File: config.mk
export PLATFORM = sky130hd
export DESIGN_NAME = stall_scoreboard
export DESIGN_NICKNAME = d
export VERILOG_FILES = /design/src/rtl/stall_scoreboard.sv
export SDC_FILE = /design/constraint.sdc
export NUM_CORES = 1
export LEC_CHECK = 0
export BUFFER_PORTS_ARGS = -buffer_cell sky130_fd_sc_hd__buf_2
export CAP_MARGIN = 10
export CORE_MARGIN = 3
export CORE_UTILIZATION = 55
export CTS_CLUSTER_DIAMETER = 120
export DETAILED_ROUTE_END_ITERATION = 7
export GPL_TIMING_DRIVEN = 0
export PLACE_DENSITY_LB_ADDON = 0.12
export SYNTH_ARGS = -nofsm -noshare
export SYNTH_HDL_FRONTEND = slang
export SYNTH_SLANG_ARGS = --single-unit
File: constraint.sdc
create_clock -name clk -period 18.5 [get_ports clk]
set_input_delay 2.775 -clock clk [delete_from_list [all_inputs] [get_ports clk]]
set_output_delay 2.775 -clock clk [all_outputs]
set_load 0.005 [all_outputs]
File: src/rtl/stall_scoreboard.sv
module stall_scoreboard #(
  parameter int NREG = 16,
  parameter int XW   = 5,
  localparam int RW  = $clog2(NREG),
  localparam int CW  = XW + 1
) (
  input  logic          clk,
  input  logic          rst_n,
  input  logic          iss_valid,
  input  logic [3:0]    iss_class,
  input  logic [RW-1:0] iss_src_a,
  input  logic          iss_src_a_en,
  input  logic [RW-1:0] iss_src_b,
  input  logic          iss_src_b_en,
  input  logic [RW-1:0] iss_dst,
  input  logic          iss_dst_en,
  input  logic          iss_pair,
  input  logic [1:0]    iss_mul_lat,
  input  logic [XW-1:0] iss_xfer,
  output logic          stall,
  output logic [CW-1:0] stall_cnt,
  output logic          issue
);

  localparam logic [3:0] C_ALU   = 4'd0;
  localparam logic [3:0] C_SAT   = 4'd1;
  localparam logic [3:0] C_SHIMM = 4'd2;
  localparam logic [3:0] C_SHREG = 4'd3;
  localparam logic [3:0] C_MUL   = 4'd4;
  localparam logic [3:0] C_MULF  = 4'd5;
  localparam logic [3:0] C_SMUL  = 4'd6;
  localparam logic [3:0] C_LDW   = 4'd7;
  localparam logic [3:0] C_LDD   = 4'd8;
  localparam logic [3:0] C_LDM   = 4'd9;

  function automatic logic [CW-1:0] dec(input logic [CW-1:0] x);
    return (x == '0) ? '0 : x - CW'(1);
  endfunction

  function automatic logic [CW-1:0] mx(input logic [CW-1:0] a, input logic [CW-1:0] b);
    return (a > b) ? a : b;
  endfunction

  logic [CW-1:0] rdy [NREG];
  logic [CW-1:0] shr [NREG];
  logic [CW-1:0] blk_q, mul_q, smul_q, mem_q;

  wire is_mulc = (iss_class == C_MUL) || (iss_class == C_MULF);
  wire is_mem  = (iss_class == C_LDW) || (iss_class == C_LDD) || (iss_class == C_LDM);

  wire [1:0] mlat = (iss_mul_lat == 2'd0) ? 2'd1 : iss_mul_lat;
  wire [CW-1:0] fhold = (mlat == 2'd3) ? CW'(4) : CW'(3);

  logic [CW-1:0] w_a, w_b, w_res, need;
  assign w_a = iss_src_a_en ? rdy[iss_src_a] : '0;
  assign w_b = !iss_src_b_en ? '0 :
               (iss_class == C_SHIMM) ? shr[iss_src_b] : rdy[iss_src_b];
  assign w_res = mx(is_mulc ? mul_q : '0,
                 mx((iss_class == C_SMUL) ? smul_q : '0, is_mem ? mem_q : '0));
  assign need = mx(mx(w_a, w_b), mx(w_res, blk_q));

  assign stall     = iss_valid && (need != '0);
  assign stall_cnt = iss_valid ? need : '0;
  assign issue     = iss_valid && (need == '0);

  logic [CW-1:0] va, blk_new;
  logic          alu_fam;
  always_comb begin
    va      = '0;
    blk_new = '0;
    alu_fam = 1'b0;
    case (iss_class)
      C_SAT:   begin va = CW'(1); alu_fam = 1'b1; end
      C_SHIMM: begin va = '0;     alu_fam = 1'b1; end
      C_SHREG: begin va = CW'(2); alu_fam = 1'b1; blk_new = CW'(2); end
      C_MUL:   va = CW'(mlat) - CW'(1);
      C_MULF:  begin va = fhold; blk_new = fhold; end
      C_SMUL:  va = CW'(1);
      C_LDW:   va = CW'(2);
      C_LDD:   va = iss_pair ? CW'(2) : CW'(3);
      C_LDM:   blk_new = CW'(iss_xfer) + CW'(1);
      default: begin va = '0; alu_fam = 1'b1; end
    endcase
  end

  wire [CW-1:0] sa    = alu_fam ? va + CW'(1) : va;
  wire          wr_a  = issue && iss_dst_en && (iss_class != C_LDM);
  wire          wr_b  = issue && iss_dst_en && (iss_class == C_LDD) && iss_pair;
  wire [RW-1:0] dst2  = (32'(iss_dst) + 1 >= NREG) ? '0 : iss_dst + RW'(1);

  for (genvar g = 0; g < NREG; g++) begin : g_reg
    always_ff @(posedge clk) begin
      if (!rst_n) begin
        rdy[g] <= '0;
        shr[g] <= '0;
      end else if (wr_b && dst2 == RW'(g)) begin
        rdy[g] <= CW'(3);
        shr[g] <= CW'(3);
      end else if (wr_a && iss_dst == RW'(g)) begin
        rdy[g] <= va;
        shr[g] <= sa;
      end else begin
        rdy[g] <= dec(rdy[g]);
        shr[g] <= dec(shr[g]);
      end
    end
  end

  always_ff @(posedge clk) begin
    if (!rst_n) begin
      blk_q  <= '0;
      mul_q  <= '0;
      smul_q <= '0;
      mem_q  <= '0;
    end else begin
      blk_q  <= issue ? blk_new : dec(blk_q);
      mul_q  <= (issue && is_mulc) ? CW'(mlat) - CW'(1) : dec(mul_q);
      smul_q <= (issue && iss_class == C_SMUL) ? CW'(1) : dec(smul_q);
      mem_q  <= (issue && iss_class == C_LDD) ? CW'(1) : dec(mem_q);
    end
  end

  AST_SAT_DEP: assert property (@(posedge clk) disable iff (!rst_n)
    issue && iss_class == C_SAT && iss_dst_en |=>
      (!(iss_valid && iss_src_a_en && iss_src_a == $past(iss_dst)) || stall));

  AST_SHREG_HOLD: assert property (@(posedge clk) disable iff (!rst_n)
    issue && iss_class == C_SHREG |=> (!iss_valid || stall_cnt >= CW'(2)));

  AST_FLAGMUL_HOLD: assert property (@(posedge clk) disable iff (!rst_n)
    issue && iss_class == C_MULF |=> (!iss_valid || stall_cnt >= CW'(3)));

  AST_DBL_PORT: assert property (@(posedge clk) disable iff (!rst_n)
    issue && iss_class == C_LDD |=> (!(iss_valid && is_mem) || stall));

  AST_MULTI_HOLD: assert property (@(posedge clk) disable iff (!rst_n)
    issue && iss_class == C_LDM |=>
      (!iss_valid || stall_cnt >= CW'($past(iss_xfer)) + CW'(1)));

  AST_COUNT_DOWN: assert property (@(posedge clk) disable iff (!rst_n)
    stall |=> (!(iss_valid && $stable({iss_class, iss_src_a, iss_src_a_en, iss_src_b, iss_src_b_en}))
               || stall_cnt == $past(stall_cnt) - CW'(1)));

endmodule

==> run metrics, run 1 <==
Max Cap Viol=0; Sink Count=216; Cells after Synth=1,735; total negative setup slack=0 ps; Clk Latency, worst-skew pair=560 ps; Area Overhead vs Synth=13.0%; clock root buffer=clkbuf_16; synthesized area per cell=9.64 um2; max-slew violations=0; class of the most critical hold timing path=register to register; number of levels the H-tree was split into=1; Worst-path clk slew=50 ps; critical path arrival=12,560 ps; Static Leak=7.30 nW; Global Route met3 Usage=6.44%; Die X-Extent=180 um; sequential element share of the synthesized area=37.3%; Register-to-Register Setup Slack=8840 ps; Worst Path Required=15,730 ps; sequential share of power=29.6%; wire length of the first global-routing pass=86,700 um; pin count of the biggest net entering global routing=14; final-layout worst hold slack=478 ps; combinational cell fraction of total power=49.3%; n_diodes=0; highest clock frequency the design can meet=65.2 MHz; fin crit period=15,330 ps; detailed-route via count=15,100; CP max-delay cell=nor3b_1; Ys Warns=0; DR vias/cell=6.30; final period utilization=82.9%; die area=32,500 um2; outcome=complete, no violations; final count of negative-setup-slack endpoints=0; switching part of the total=45.3%; Remaining Overflow, GRT=0; number of post-CTS setup repair buffers=0; global placement routability congestion=1.02; hold-fix buffer count after cts=0; Bufs on Longest Clock Path=3; CTS tree=yes; starting utilization of the core area=56.1%; EDFF count, synth=192; number of nets with antenna violations after detailed routing=0; async set or reset register ratio after synthesis=0%; Final Routed Wirelength=58,100 um; Total Routing Usage GR=35.0%; height of the chip=180 um; number of global-route vias before repair=14,200; Unique masters post-synth=68; count of TritonRoute iterations in the first routing pass=5; worst slew pin tran=1260 ps; number of cells traversed by the worst hold path=1; Port-buffer cells=32; Peak supply drop=112 uV; Internal Power=1.30 mW; per-cell routed wire length=24.3 um; flip-flop and latch count after synthesis=216; Critical Path Max Stage Delay=680 ps; ys flop type=edfxtp_1; Layout Nets=2,120; Clock Power Share=21.1%; switching component of the power=1.08 mW; io pins=38; met1 Track Usage GR=50.8%; met2 usage=53.5%; category of the worst setup path capture point=primary output; number of antenna violations at the first check in global routing=1; post-cts repair resize count=0; layer with the highest usage after global routing=met2; synthesized cell area=16,700 um2; core region area=29,800 um2; ratio of cells with drive above 1 in the final layout=9.77%; Crit Path Category=primary input to primary output; Worst setup SP type=primary input; initial DRC count=2,166; number of hold violations in the final report=0; standard-cell rows=63; Slew headroom=16.1%; Num CTS Buffers=26; critical path fanouts, max=10; drt drc=0; worst clock skew=28.0 ps; PD cells=126 nW/um2; post-DP HPWL=45,500 um; Reg2Reg Depth=37; unrepaired setup endpoints after global routing=false
[layer usage]
| metal | up-vias | share of wire [%] |
|---|---|---|
| met5 | - | 0.024 |
| met2 | 883 | 44 |
| met4 | 2 | 4.2 |
| li1 | 6792 | - |
| met1 | 7258 | 41 |
| met3 | 151 | 11 |
[path summary, 6_finish.rpt]
| path | start | end |
|---|---|---|
| max | iss_class[2] | issue |
| min | smul_q[0] | smul_q[0] |
| max reg2reg | mem_q[3] | shr[12][2] |
| min reg2reg | smul_q[0] | smul_q[0] |
[synthesized netlist by cell type (4+ instances only)]
library cell  instances  share of area [%]
a211oi_1              7               0.31
a21o_1               12               0.54
a21oi_1             123                3.7
a22oi_1               7               0.31
a31oi_1               4               0.15
and2_1               11               0.41
and3_1                6               0.22
and3b_1               6               0.31
buf_1                 5               0.11
buf_2                21               0.63
buf_6                 4               0.27
clkbuf_1             30               0.67
dfxtp_1              24                2.9
edfxtp_1            192                 34
ha_1                104                7.8
inv_1               100                2.2
mux2i_1              45                2.7
mux4_2               65                8.8
nand2_1             122                2.7
nand2b_1             13               0.49
nand3_1              56                1.7
nand3b_1             23                1.0
nand4_1               7               0.26
nor2_1              217                4.9
nor2b_1              38                1.4
nor3_1              121                3.6
nor3b_1               4               0.18
o211a_1               5               0.30
o211ai_1              8               0.36
o211ai_2             18                1.3
o21a_1                6               0.27
o21ai_0              36                1.1
o21ai_1              11               0.33
o22ai_1              78                2.9
o311ai_2              6               0.58
o31ai_1               9               0.40
o32ai_1              13               0.68
or2_2                 5               0.19
or3_1                16               0.60
or4_1                 4               0.18
xnor2_1              72                3.8
xor2_1               43                2.3
[power groups by stage]
stage	sequential [mW]	combinational [mW]	clock [mW]
final	0.703	1.17	0.502
after global routing	0.709	1.27	0.521
after CTS	0.698	1.15	0.501
after detailed placement	0.708	1.15	0
after global placement	0.706	1.13	0
after floorplan	0.672	0.784	0
[worst max-delay path, delay by kind of cell]
kind | cells | cell delay (ps)
AO/OA/AOI/OAI | 15 | 3210
adder cells (fa/ha/maj) | 4 | 1040
buffers and inverters | 12 | 2880
multiplexers | 2 | 730
AND/OR/NAND/NOR | 9 | 1920
[metrics by stage]
| stage | total power, mW | setup WS [ps] | cell area [um2] | util (%) | cells |
|---|---|---|---|---|---|
| global route | 2.50 | 2460 | 18900 | 63.4 | 2396 |
| CTS | 2.35 | 3290 | 18900 | 63.4 | 2396 |
| global placement | 1.83 | 3460 | 18100 | 60.7 | 2348 |
| finish | 2.38 | 3170 | 18900 | 63.4 | 2396 |
| floorplan | 1.46 | 5510 | 17400 | - | 1926 |
| detailed placement | 1.85 | 3320 | 18100 | 60.7 | 2348 |
[state kept, by name (all words and copies together) (netlist names)]
register,count
rdy,96
shr,96
blk_q,6
mem_q,6
mul_q,6
smul_q,6
[area by class of cell]
cell class              instances  area (um2)
plain buffers                  63         304
clock buffers                  36         688
clock inverters                12         120
fillers                      2600       10900
inverters                     101         379
multi-input cells            1546       10500
flip-flops and latches        216        6250
well taps                     390         488
repair buffers                 32         160
[cell usage in the layout, fill, tap and decap left out, types with 8 or more instances in the layout]
cell type    n
mux2i_1     45
nand3_1     56
o31ai_1      9
nor3_1     121
conb_1     192
o21ai_0     36
nor2b_1     38
nand2_1    122
o211ai_2    18
clkbuf_1    40
ha_1       104
dfxtp_1     24
edfxtp_1   192
o32ai_1     13
nand2b_1    13
o21ai_1     11
inv_1      100
or3_1       16
xnor2_1     72
and2_1      11
xor2_1      43
clkbuf_16   26
o22ai_1     78
nand3b_1    23
a21oi_1    123
a21o_1      12
buf_2       53
o211ai_1     8
mux4_2      65
nor2_1     217
[cell families (layout without fill, tap and decap cells)]
| logic type | Yosys count | count (layout) | synth area share (%) |
|---|---|---|---|
| multiplexers | 112 | 112 | 11.6 |
| flip-flops | 216 | 216 | 37.3 |
| buffers and inverters | 164 | 244 | 4.08 |
| XOR/XNOR | 115 | 115 | 6.02 |
| other | 1 | 192 | 0.0224 |
| adder cells (fa/ha/maj) | 104 | 104 | 7.78 |
| AND/OR/NAND/NOR | 657 | 657 | 18.7 |
| AO/OA/AOI/OAI | 366 | 366 | 14.5 |
No activity file was read; power rests on OpenSTA's default activity.
==> run 2: changes to the inputs <==
Clock period 18.5 ns to 14.33 ns, I/O delays scaled along.
==> run 2 against run 1 <==
Against the previous run: combinational power grew 31%; sequential power increased by 29%; highest routed layer unchanged; first-iteration DRC count decreased by 4.7%; power rose by 30%; via count about the same; worst hold slack better by 3.5 ps; cell area about the same; global-route usage unchanged.
==> run metrics, run 2 (synthesis gave the netlist of run 1 again) <==
outcome=complete, no violations; class of the most critical hold timing path=register to register; non-filler cells, final=2,396; drt drc=0; number of levels the H-tree was split into=1; beginning of the worst register-to-register path=mem_q[3]; Static Leak=7.31 nW; worst slew pin tran=1250 ps; pre-CTS setup slack=397 ps; starting utilization of the core area=56.1%; Worst Path Required=12,180 ps; n_diodes=0; global placement routability congestion=1.02; Num CTS Buffers=26; Die X-Extent=180 um; CTS tree=yes; final period utilization=94.4%; initial DRC count=2,064; total negative setup slack=0 ps; CP max-delay cell=nor3b_2; Sink Count=216; wire length of the first global-routing pass=86,700 um; clock root buffer=clkbuf_16; Layout Nets=2,120; hold-fix buffer count after cts=0; max-slew violations=0; fin crit period=13,530 ps; critical path arrival=11,380 ps; number of global-route vias before repair=14,200; Clk Latency, worst-skew pair=560 ps; most common library cell in the layout ignoring fill and taps=nor2_1; worst clock skew=28.9 ps; die area=32,500 um2; Crit Path Category=primary input to primary output; final count of negative-setup-slack endpoints=0; highest clock frequency the design can meet=73.9 MHz; post-DP HPWL=45,500 um; Area Overhead vs Synth=13.1%; Post-Place Cells=2,348; Worst-path clk slew=50 ps; final-layout worst hold slack=482 ps; leading cell types in the layout, fill and taps excluded=nor2_1 (217), edfxtp_1 (192), conb_1 (192), a21oi_1 (123), nand2_1 (122); core region area=29,800 um2; height of the chip=180 um; number of antenna violations at the first check in global routing=1; Worst setup SP type=primary input; final standard cell utilization of the core=63.5%; launch point of the worst hold path=smul_q[0]; biggest registers after layout=rdy x96, shr x96; Bufs on Longest Clock Path=3; Filler Cell Count=2,598; pin count of the biggest net entering global routing=14; Peak supply drop=148 uV; Slew headroom=16.7%; category of the worst setup path capture point=primary output; beginning of the critical path=iss_class[2]; Worst Setup Slack, final=798 ps; number of hold violations in the final report=0; Remaining Overflow, GRT=0; register area=6250 um2; Port-buffer cells=32; number of nets with antenna violations after detailed routing=0; standard-cell rows=63; unrepaired setup endpoints after global routing=false; PD cells=163 nW/um2; count of TritonRoute iterations in the first routing pass=6; per-cell routed wire length=24.2 um; detailed-route via count=15,100; ratio of cells with drive above 1 in the final layout=9.97%; Final Routed Wirelength=58,100 um; DR vias/cell=6.30; Total Routing Usage GR=35.0%; critical path fanouts, max=10; io pins=38; Max Cap Viol=0; Critical Path Max Stage Delay=450 ps; area occupied by multi-input gates=10,500 um2
-- run 2: final timing paths --
kind | to | slack (ps) | cells past startpoint
worst max-delay path | issue | 800 | 42
worst min-delay path | smul_q[0] | 480 | 1
worst max register to register | shr[12][2] | 5000 | 37
worst min register to register | smul_q[0] | 480 | 1
-- run 2: metal layers --
metal / track usage [%] / share of wire, % / wire [um]
met5: 0 / 0.033 / 19
met4: 11.3 / 4.2 / 2450
met3: 6.44 / 12 / 6880
met2: 53.5 / 43 / 25300
met1: 50.8 / 40 / 23500
-- run 2: power by group --
| group | switching [mW] | leakage [nW] | internal, mW | total, mW |
|---|---|---|---|---|
| Clock | 0.274 | 0.393 | 0.372 | 0.646 |
| Sequential | 0.117 | 2.16 | 0.791 | 0.908 |
| Combinational | 1.01 | 4.76 | 0.520 | 1.53 |
| Total | 1.40 | 7.31 | 1.68 | 3.08 |
-- run 2: area by class of cell --
type	count	area share, %
Multi-Input combinational cell	1546	55.7
Sequential cell	216	33.0
Clock buffer	36	3.64
Tap cell	390	2.58
Inverter	101	2.00
Buffer	63	1.61
Timing Repair Buffer	32	0.847
Clock inverter	12	0.635
-- run 2: timing repair --
action / CTS / global route
setup buffers: 0 / 0
resized for setup: 0 / 5
endpoints found under the setup margin: 0 / 1
-- run 2: critical path, delay by kind of cell --
family                   cells  cell delay [ps]
buffers and inverters       12             2770
AO/OA/AOI/OAI               15             3180
multiplexers                 2              700
AND/OR/NAND/NOR              9             1510
adder cells (fa/ha/maj)      4             1030
-- run 2: per-stage QoR --
| step | cell area [um2] | power [mW] |
|---|---|---|
| after detailed placement | 18100 | 2.39 |
| final | 18900 | 3.08 |
| after global routing | 18900 | 3.23 |
| after floorplan | 17400 | 1.88 |
| after CTS | 18900 | 3.04 |
| after global placement | 18100 | 2.37 |
==> run 3: changes to the inputs <==
Settings changed: ABC_AREA set to 1, GPL_ROUTABILITY_DRIVEN set to 0, HOLD_SLACK_MARGIN set to 0.06.
==> run 3 against run 2 <==
Against the previous run: cell count grew 44%; critical path type unchanged; register-to-register slack gained 1500 ps; core utilization decreased by 0.24 points; die area increased by 9.4%; synthesized cell count grew 58%; power is 0.19% lower; cell area grew 9.3%; non-clock buffer count rose by 18; clock power rose by 6.0%; first-iteration DRC count rose by 28%; sequential share of layout area fell by 2.8 points; count of clock-buffer cells in the layout grew 2.
==> run metrics, run 3 <==
crit-path leading delay family=simple AND/OR/NAND/NOR gates; initial DRC count=2,639; area fraction in compound gates after synthesis=8.07%; detailed route wirelength on metal2=25,500 um; Worst setup SP type=primary input; category of the worst setup path capture point=primary output; Critical Path Max Stage Delay=540 ps; final period utilization=81.3%; highest routed metal layer=met5; number of global-route vias before repair=17,600; dominant combinational cell family by area after synthesis=simple AND/OR/NAND/NOR gates; xor-xnor portion of the synthesized cell area=3.48%; outcome=complete, no violations; Clk Latency, worst-skew pair=560 ps; Ys Warns=0; number of hold violations in the final report=0; hold-fix buffer count after cts=0; number of levels the H-tree was split into=1; Die X-Extent=189 um; count of TritonRoute iterations in the first routing pass=6; biggest registers after layout=rdy x96, shr x96; Peak supply drop=183 uV; number of post-CTS setup repair buffers=0; CTS tree=yes; synthesized cell area=18,300 um2; Max Cap Viol=0; Clock Power Share=22.3%; switching component of the power=1.36 mW; ys flop type=edfxtp_1; commonest cells in the synthesized netlist=nand2_1 (790), inv_1 (413), nand3_1 (353), nor2_1 (295), edfxtp_1 (192); unrepaired setup endpoints after global routing=false; post-synthesis share of cell area spent on full adders, half adders and majority gates=7.09%; beginning of the critical path=iss_class[0]; total buffers and inverters traversed by the critical path=10; per-cell routed wire length=17.7 um; ratio of cells with drive above 1 in the final layout=6.63%; wire length of the first global-routing pass=93,300 um; Worst-path clk slew=50 ps; Final Routed Wirelength=61,100 um; Worst Path Required=12,180 ps; Sink Count=216; CP max-delay cell=a32oi_1; synthesized area per cell=6.69 um2; Crit Path Category=primary input to primary output; most numerous cell on the critical path=nand2_1; Worst Setup Slack, final=2680 ps; launch point of the worst hold path=mem_q[3]; highest clock frequency the design can meet=85.8 MHz; starting utilization of the core area=56.1%; post-cts repair resize count=0; critical path fanouts, max=10; post-synth top area cell=edfxtp_1; pin count of the biggest net entering global routing=14; async set or reset register ratio after synthesis=0%; total negative setup slack=0 ps; die area=35,600 um2; Port-buffer cells=32; worst slew pin tran=1130 ps; Unique masters post-synth=41; switching part of the total=44.2%; DR vias/cell=5.48; Bufs on Longest Clock Path=3; beginning of the worst register-to-register path=mem_q[4]; drt drc=0; worst clock skew=16.4 ps; final count of negative-setup-slack endpoints=0; Remaining Overflow, GRT=0; share of the synthesized area in the top cell type=31.4%; critical path arrival=9500 ps; Post-Place Cells=3,407; clock root buffer=clkbuf_16; detailed-route via count=19,000; io pins=38; number of nets with antenna violations after detailed routing=0; number of antenna violations at the first check in global routing=4; height of the chip=189 um; Static Leak=10.6 nW; most common cell in the synthesized netlist=nand2_1; PD cells=149 nW/um2; core region area=32,700 um2; non-filler cells, final=3,460; Slew headroom=24.6%; EDFF count, synth=192; flip-flop and latch count after synthesis=216; pre-CTS setup slack=2860 ps; combinational cell fraction of total power=49.0%; Num CTS Buffers=28; Internal Power=1.72 mW; Area Overhead vs Synth=12.7%; Total Routing Usage GR=33.5%; leading cell types by total area after synthesis=edfxtp_1 (31%), nand2_1 (16%), nand3_1 (9.6%); max-slew violations=0; M1 WL=24,400 um; leading cell types in the layout, fill and taps excluded=nand2_1 (790), inv_1 (413), nand3_1 (353), nor2_1 (295); area share of and/or/nand/nor cells after synthesis=36.0%; fin crit period=11,650 ps; post-DP HPWL=47,600 um; met3 wirelength from detailed routing=7410 um; standard-cell rows=66; Layout Nets=3,129; class of the most critical hold timing path=register to register; most common library cell in the layout ignoring fill and taps=nand2_1; sequential element share of the synthesized area=34.0%; Cells after Synth=2,741; sequential share of power=28.7%; mux share of post-synthesis cell area=0.0546%
==> run 3: cell count changes after synthesis, sizes merged, moves of 32 or more <==
| cell | previous run | this run |
|---|---|---|
| nor3 | 121 | 27 |
| xnor2 | 72 | 18 |
| inv | 101 | 429 |
| mux2i | 45 | 1 |
| nand2 | 122 | 793 |
| mux4 | 65 | 0 |
| o22ai | 78 | 2 |
| nor2 | 217 | 304 |
| o21ai | 47 | 175 |
| a21oi | 124 | 92 |
| nor2b | 38 | 0 |
| nand3 | 56 | 373 |
==> run 3: power by group through the flow <==
| stage | logic (mW) | clock network, mW | registers [mW] |
|---|---|---|---|
| 6_report | 1.51 | 0.685 | 0.882 |
| 5_1_grt | 1.70 | 0.714 | 0.891 |
| 4_1_cts | 1.47 | 0.689 | 0.878 |
| 3_5_place_dp | 1.46 | 0 | 0.890 |
| 3_3_place_gp | 1.41 | 0 | 0.888 |
| 2_1_floorplan | 1.10 | 0 | 0.855 |
==> run 3: stage by stage <==
step | power (mW) | hold WS (ps) | instance area [um2] | util, %
2_1_floorplan | 1.95 | 465 | 19100 | -
3_3_place_gp | 2.30 | 485 | 19800 | 60.5
3_5_place_dp | 2.35 | 489 | 19800 | 60.5
4_1_cts | 3.04 | 496 | 20700 | 63.2
5_1_grt | 3.31 | 540 | 20700 | 63.2
6_report | 3.07 | 501 | 20700 | 63.2
==> run 3: cell families (layout without fill, tap and decap cells) <==
family                     after synthesis  in the layout
muxes                                    1              1
DFF                                    216            216
and+or+nand+nor                       1551           1551
xor gates and xnor gates                73             73
buffers and inverters                  510            594
other                                    1            194
AOI/OAI and AO/OA                      285            285
adders and majority gates              104            104
==> run 3: final cells by class <==
type                            count  area (um2)
Sequential cell                   216        6250
Fill cell                        3115       12000
Tap cell                          442         553
Multi-Input combinational cell   2206       10800
Buffer                             80         449
Antenna cell                        2        5.00
Inverter                          430        1610
Clock buffer                       38         790
Timing Repair Buffer               33         171
Clock inverter                     13        97.6
==> run 3: metal layers <==
metal / GRT usage [%] / vias to the layer above
met5: 0 / -
met3: 7.55 / 228
met4: 16.5 / 2
met2: 51.3 / 1018
li1: - / 9131
met1: 44.9 / 8575
==> run 3: tightest hold or removal path, delay by kind of cell, from the launching register on <==
| kind | cells | cell delay (ps) |
|---|---|---|
| AO/OA/AOI/OAI | 1 | 60 |
| flip-flops | 1 | 330 |
| AND/OR/NAND/NOR | 1 | 70 |
==> run 3: worst paths after layout <==
| path | endpoint | slack, ps | depth (start not counted) |
|---|---|---|---|
| worst max-delay path | issue | 2680 | 47 |
| worst min-delay path | mem_q[3] | 500 | 2 |
| worst max register to register | shr[11][0] | 6490 | 45 |
| worst min register to register | mem_q[3] | 500 | 2 |
